File: src/rtl/vgs_pkg.sv
package vgs_pkg;
  localparam int WORD_W  = 32;
  localparam int LANES   = 3;
  localparam int HALF_W  = 16;
  localparam int IMM_W   = 64;
  localparam int OPC_LO  = 2;
  localparam int OPC_W   = 5;
  localparam int PAY_LO  = OPC_LO + OPC_W;
  localparam int PAY_HI  = WORD_W - 2;
  localparam int PAY_W   = PAY_HI - PAY_LO + 1;
  localparam int T33_W   = 9;
  localparam int T64_W   = IMM_W - 2 * PAY_W;
  localparam int IMM33_W = PAY_W + T33_W;
  localparam int GRP_W   = LANES * WORD_W;

  typedef enum logic [1:0] {LEN16 = 2'd0, LEN32 = 2'd1, LEN64 = 2'd2, LEN96 = 2'd3} len_e;
  typedef enum logic [1:0] {IMM_NONE = 2'd0, IMM_33 = 2'd1, IMM_64 = 2'd2} imm_e;

  typedef struct packed {
    len_e             len;
    logic [1:0]       lanes;
    logic [GRP_W-1:0] words;
    imm_e             kind;
    logic [IMM_W-1:0] imm;
    logic             illegal;
  } grp_t;
endpackage

File: src/rtl/vgs_parcel_class.sv
module vgs_parcel_class
  import vgs_pkg::*;
#(
  parameter logic [OPC_W-1:0] JUMBO_OP = 5'h1F
) (
  input  logic [PAY_LO-1:0] low_bits,
  input  logic              top_bit,
  output logic              is_wide,
  output logic              has_cont,
  output logic              is_prefix
);
  assign is_wide   = (low_bits[1:0] == 2'b11);
  assign has_cont  = top_bit;
  assign is_prefix = is_wide && (low_bits[OPC_LO +: OPC_W] == JUMBO_OP);
endmodule

File: src/rtl/vgs_group_resolve.sv
module vgs_group_resolve
  import vgs_pkg::*;
(
  input  logic [LANES-1:0] wide,
  input  logic [LANES-1:0] cont,
  input  logic [LANES-1:0] pfx,
  input  logic [GRP_W-1:0] words,
  output len_e             len,
  output logic [1:0]       lanes,
  output imm_e             kind,
  output logic             illegal,
  output logic [GRP_W-1:0] lane_words
);
  typedef enum logic [2:0] {F_HALF, F_ONE, F_TWO, F_THREE, F_J33, F_J64, F_BAD} form_e;

  form_e form;

  // walk the chain from the first word
  always_comb begin
    form = F_BAD;
    if (!wide[0]) begin
      form = F_HALF;
    end else if (!cont[0]) begin
      form = pfx[0] ? F_BAD : F_ONE;
    end else if (!wide[1]) begin
      form = F_BAD;
    end else if (!cont[1]) begin
      if (pfx[1])      form = F_BAD;
      else if (pfx[0]) form = F_J33;
      else             form = F_TWO;
    end else if (!wide[2] || cont[2] || pfx[2]) begin
      form = F_BAD;
    end else if (pfx[0] && pfx[1]) begin
      form = F_J64;
    end else if (pfx[0] || pfx[1]) begin
      form = F_BAD;
    end else begin
      form = F_THREE;
    end
  end

  always_comb begin
    len        = LEN32;
    lanes      = 2'd1;
    kind       = IMM_NONE;
    illegal    = 1'b0;
    lane_words = '0;
    unique case (form)
      F_HALF: begin
        len                     = LEN16;
        lane_words[HALF_W-1:0]  = words[HALF_W-1:0];
      end
      F_ONE: lane_words[WORD_W-1:0] = words[WORD_W-1:0];
      F_TWO: begin
        len                       = LEN64;
        lanes                     = 2'd2;
        lane_words[2*WORD_W-1:0]  = words[2*WORD_W-1:0];
      end
      F_THREE: begin
        len        = LEN96;
        lanes      = 2'd3;
        lane_words = words;
      end
      F_J33: begin
        len                      = LEN64;
        kind                     = IMM_33;
        lane_words[WORD_W-1:0]   = words[WORD_W +: WORD_W];
      end
      F_J64: begin
        len                      = LEN96;
        kind                     = IMM_64;
        lane_words[WORD_W-1:0]   = words[2*WORD_W +: WORD_W];
      end
      default: begin
        illegal                  = 1'b1;
        lane_words[WORD_W-1:0]   = words[WORD_W-1:0];
      end
    endcase
  end
endmodule

File: src/rtl/vgs_imm_build.sv
module vgs_imm_build
  import vgs_pkg::*;
(
  input  imm_e             kind,
  input  logic [PAY_W-1:0] pay0,
  input  logic [PAY_W-1:0] pay1,
  input  logic [T33_W-1:0] tail33,
  input  logic [T64_W-1:0] tail64,
  output logic [IMM_W-1:0] imm
);
  logic [IMM33_W-1:0] short_val;

  assign short_val = {pay0, tail33};

  always_comb begin
    unique case (kind)
      IMM_33:  imm = {{(IMM_W - IMM33_W){short_val[IMM33_W-1]}}, short_val};
      IMM_64:  imm = {pay0, pay1, tail64};
      default: imm = '0;
    endcase
  end
endmodule

File: src/rtl/vgs_out_slice.sv
module vgs_out_slice
  import vgs_pkg::*;
(
  input  logic clk,
  input  logic rst_n,
  input  logic in_valid,
  output logic in_ready,
  input  grp_t in_grp,
  output logic out_valid,
  input  logic out_ready,
  output grp_t out_grp
);
  assign in_ready = !out_valid || out_ready;

  always_ff @(posedge clk) begin
    if (!rst_n) begin
      out_valid <= 1'b0;
      out_grp   <= '0;
    end else begin
      if (in_ready) out_valid <= in_valid;
      if (in_valid && in_ready) out_grp <= in_grp;
    end
  end
endmodule

File: src/rtl/vliw_group_splitter.sv
module vliw_group_splitter
  import vgs_pkg::*;
#(
  parameter int               WIN_W    = 128,
  parameter logic [OPC_W-1:0] JUMBO_OP = 5'h1F
) (
  input  logic             clk,
  input  logic             rst_n,
  input  logic             win_valid,
  output logic             win_ready,
  input  logic [WIN_W-1:0] win_data,
  output logic             dec_valid,
  input  logic             dec_ready,
  output logic [1:0]       dec_len,
  output logic [1:0]       dec_lanes,
  output logic [GRP_W-1:0] dec_words,
  output logic [1:0]       dec_imm_kind,
  output logic [IMM_W-1:0] dec_imm,
  output logic             dec_illegal
);
  localparam int SPARE_W = WIN_W - GRP_W;

  logic [GRP_W-1:0] words;
  logic [LANES-1:0] wide, cont, pfx;
  len_e             r_len;
  logic [1:0]       r_lanes;
  imm_e             r_kind;
  logic             r_illegal;
  logic [GRP_W-1:0] r_lane_words;
  logic [IMM_W-1:0] r_imm;
  grp_t             cur_grp, held_grp;

  assign words = win_data[GRP_W-1:0];

  generate
    if (SPARE_W > 0) begin : g_spare
      logic unused_spare;
      assign unused_spare = ^win_data[WIN_W-1:GRP_W];
    end
  endgenerate

  generate
    for (genvar k = 0; k < LANES; k++) begin : g_class
      vgs_parcel_class #(.JUMBO_OP(JUMBO_OP)) i_class (
        .low_bits (words[k*WORD_W +: PAY_LO]),
        .top_bit  (words[k*WORD_W + WORD_W - 1]),
        .is_wide  (wide[k]),
        .has_cont (cont[k]),
        .is_prefix(pfx[k])
      );
    end
  endgenerate

  vgs_group_resolve i_resolve (
    .wide      (wide),
    .cont      (cont),
    .pfx       (pfx),
    .words     (words),
    .len       (r_len),
    .lanes     (r_lanes),
    .kind      (r_kind),
    .illegal   (r_illegal),
    .lane_words(r_lane_words)
  );

  vgs_imm_build i_imm (
    .kind  (r_kind),
    .pay0  (words[PAY_LO +: PAY_W]),
    .pay1  (words[WORD_W + PAY_LO +: PAY_W]),
    .tail33(words[WORD_W + PAY_HI - T33_W + 1 +: T33_W]),
    .tail64(words[2*WORD_W + PAY_HI - T64_W + 1 +: T64_W]),
    .imm   (r_imm)
  );

  always_comb begin
    cur_grp.len     = r_len;
    cur_grp.lanes   = r_lanes;
    cur_grp.words   = r_lane_words;
    cur_grp.kind    = r_kind;
    cur_grp.imm     = r_imm;
    cur_grp.illegal = r_illegal;
  end

  vgs_out_slice i_slice (
    .clk      (clk),
    .rst_n    (rst_n),
    .in_valid (win_valid),
    .in_ready (win_ready),
    .in_grp   (cur_grp),
    .out_valid(dec_valid),
    .out_ready(dec_ready),
    .out_grp  (held_grp)
  );

  assign dec_len      = held_grp.len;
  assign dec_lanes    = held_grp.lanes;
  assign dec_words    = held_grp.words;
  assign dec_imm_kind = held_grp.kind;
  assign dec_imm      = held_grp.imm;
  assign dec_illegal  = held_grp.illegal;
endmodule

File: config.mk
export PLATFORM = sky130hd
export DESIGN_NAME = vliw_group_splitter
export DESIGN_NICKNAME = d
export VERILOG_FILES = /design/src/rtl/vgs_pkg.sv /design/src/rtl/vgs_parcel_class.sv /design/src/rtl/vgs_group_resolve.sv /design/src/rtl/vgs_imm_build.sv /design/src/rtl/vgs_out_slice.sv /design/src/rtl/vliw_group_splitter.sv
export SDC_FILE = /design/constraint.sdc
export NUM_CORES = 1
export LEC_CHECK = 0
export BUFFER_PORTS_ARGS = -buffer_cell sky130_fd_sc_hd__buf_2
export CAP_MARGIN = 25
export CELL_PAD_IN_SITES_DETAIL_PLACEMENT = 0
export CELL_PAD_IN_SITES_GLOBAL_PLACEMENT = 1
export CORE_MARGIN = 8
export CORE_UTILIZATION = 35
export CTS_CLUSTER_DIAMETER = 80
export DETAILED_ROUTE_END_ITERATION = 6
export GPL_ROUTABILITY_DRIVEN = 0
export PLACE_DENSITY_LB_ADDON = 0.1
export REMOVE_ABC_BUFFERS = 1
export SLEW_MARGIN = 15
export SYNTH_ARGS = -nofsm -noshare
export SYNTH_HDL_FRONTEND = slang
export SYNTH_SLANG_ARGS = --single-unit
File: constraint.sdc
create_clock -name clk -period 4.3 [get_ports clk]
set_input_delay 0.645 -clock clk [delete_from_list [all_inputs] [get_ports clk]]
set_output_delay 0.645 -clock clk [all_outputs]
set_load 0.02 [all_outputs]
==> results.ini <==
[status]
status = completed

[pwr]
ir_drop_mv = 0.257
power_leakage_nw = 4.14
cellPowerDensity_nw_per_um2 = 375
power.total_w = 0.00350

[sta]
rsz0062_at_grt = no
fin_hold_ws_ns = 0.448
finalHoldViolations = 0
fin_ws_ns = 0.685
tns_ns = 0
max_slew_margin_pct = 41.6
drv_slew = 0
setup_viol = 0
post-route-period-util_pct = 84.1
clock_skew_ns = 0.00858
fin_crit_ns = 3.62
max_freq_mhz = 277
worstMarginPinSlew_ns = 0.876

[setup_path]
crit_type = primary input to flop
setup.worst_path.start = win_data[0]
cp-end-kind = flop
cp.required_ns = 4.63
crit_fanout = 15
arrival_ns = 3.94
critPathLaunchType = primary input
r2r-start = i_slice.out_valid

[global_route]
globalRouteOverflowTotal = 0
antenna_found_initial = 2
grt_use_total_pct = 20.8
grt_first_pass_wirelength_mm = 41.7
grt_max_degree = 72
grt_pass1_vias = 6836

[clock_tree]
post_cts_buffers = 0
clk_latency_ns = 0.42
clkTransAtPathRegs_ns = 0.07
cts_tree = done
clock-sinks = 168
numCtsBuffers = 17
ctsLongestPathBuffers = 2
cts_root_buf = clkbuf_16
ctsHoldBuffers = 0
cts.htree.levels = 4
cts-resized-gates = 0

[placement]
place_area_um2 = 8710
dp_hpwl_mm = 18.8
dp_slack_ns = 0.242
port_buffers = 268

[final_layout]
fillCellCount = 2093
final_common_cell = buf_2
final_layout_size_suffix_gt1_share_pct = 33.6
design_area_um2 = 9330
syn_to_final_growth_pct = 30.5
mostFrequentLayoutCells = buf_2, dfxtp_1, a21oi_1, nor2b_1, nor3_1
nets = 1155

[logic_synthesis]
synth_area_leader_cell = dfxtp_1
ys_async_sr_fraction_pct = 0
netlist_area_um2 = 7150
avgSynthCellArea_um2 = 9.09
synth_top_area_share_pct = 47.0
synth_cell_types = 54
synth_ff_type = dfxtp_1
ys_seq_elements = 168
ys_top_cells_by_area = dfxtp_1, a22o_1, a21oi_1, nor2b_1, nor3_1
syn_inst = 787
yosysWarningCount = 0
ys_seq_area_share_pct = 47.0
synth_edf_count = 0

[floorplanning]
die-area_um2 = 25300
die_h_um = 159
initial_core_util_pct = 35.5
fp.dieW_um = 159
core_um2 = 20200
num_rows = 52
io_pins = 301

[route]
wl_per_cell_um = 20.7
ant_nets = 0
drc = 0
dr.first_iter.drc_count = 332
firstDrtPassIters = 5
drt_wl_total_mm = 26.9
vias = 6842
via_per_inst = 5.26

[worst_hold_path]
hp-start = i_slice.out_grp[131]
hold_path_class = flop to flop

[run]
cap_violations = 0

final timing paths:
| path | endpoint | slack [ns] | cells after the start |
|---|---|---|---|
| setup / recovery | i_slice.out_grp[94] | 0.68 | 14 |
| hold / removal | i_slice.out_grp[131] | 0.45 | 1 |
| setup reg to reg | i_slice.out_grp[77] | 1.76 | 8 |
| hold reg to reg | i_slice.out_grp[131] | 0.45 | 1 |
logic make-up after synthesis:
| group | after synthesis | share of synthesized area, % |
|---|---|---|
| AOI/OAI and AO/OA | 277 | 26.7 |
| and+or+nand+nor | 220 | 16.8 |
| DFF | 168 | 47.0 |
| buffers and inverters | 101 | 6.37 |
| muxes | 15 | 2.10 |
| adders and majority gates | 5 | 0.875 |
| xor gates and xnor gates | 1 | 0.122 |
cells in the mapped netlist (8+ instances only):
library cell	instances
dfxtp_1	168
a21oi_1	102
nor2b_1	64
nor3_1	64
a22o_1	59
clkbuf_1	57
nand2_1	52
a22oi_1	32
inv_1	21
o21ai_0	21
mux2i_1	15
a31oi_1	13
o221ai_1	12
o2bb2ai_1	12
a21boi_0	8
buf_6	8
nand3_1	8
flip-flops by register name, indices dropped and copies added (netlist names):
signal and count:
i_slice.out_grp 167, i_slice.out_valid 1
critical path, stage by stage:
cell,delay (ns)
buf_2,0.12
nand2_2,0.09
nor3_2,0.29
inv_1,0.08
ha_1,0.29
nor3b_1,0.28
a21oi_1,0.16
or2_2,0.31
and2_1,0.17
inv_2,0.08
ha_1,0.16
nand3_1,0.16
or3_1,0.76
o221ai_1,0.33
per-layer routing:
| metal | routed length, µm | track usage [%] | vias to the layer above | share of wire [%] |
|---|---|---|---|---|
| met5 | 16 | 0 | - | 0.059 |
| met4 | 347 | 5.70 | 4 | 1.3 |
| met3 | 1780 | 6.10 | 29 | 6.6 |
| met2 | 12300 | 33.2 | 215 | 46 |
| met1 | 12400 | 26.8 | 3274 | 46 |
| li1 | - | - | 3320 | - |
area by class of cell:
| cell class | instances | area (µm²) | area share, % |
|---|---|---|---|
| multi-input combinational | 518 | 3370 | 36.1 |
| sequential | 168 | 3360 | 36.0 |
| timing repair buffer | 291 | 1550 | 16.6 |
| clock buffer | 19 | 453 | 4.85 |
| tap | 270 | 338 | 3.62 |
| clock inverter | 11 | 173 | 1.85 |
| inverter | 22 | 82.6 | 0.885 |
| antenna | 1 | 2.50 | 0.0268 |
power by group:
| part | internal, W | switching [W] | total [W] |
|---|---|---|---|
| Clock | 0.00100 | 0.000645 | 0.00165 |
| Sequential | 0.00157 | 0.00000849 | 0.00158 |
| Combinational | 0.0000889 | 0.000184 | 0.000273 |
| Total | 0.00266 | 0.000838 | 0.00350 |
metrics by stage:
stage | utilization [%] | instances
floorplan | - | 708
global placement | 43.2 | 1269
detailed placement | 43.2 | 1269
CTS | 46.3 | 1299
global route | 46.3 | 1299
finish | 46.3 | 1300
Power figures use the tool's default switching activity.
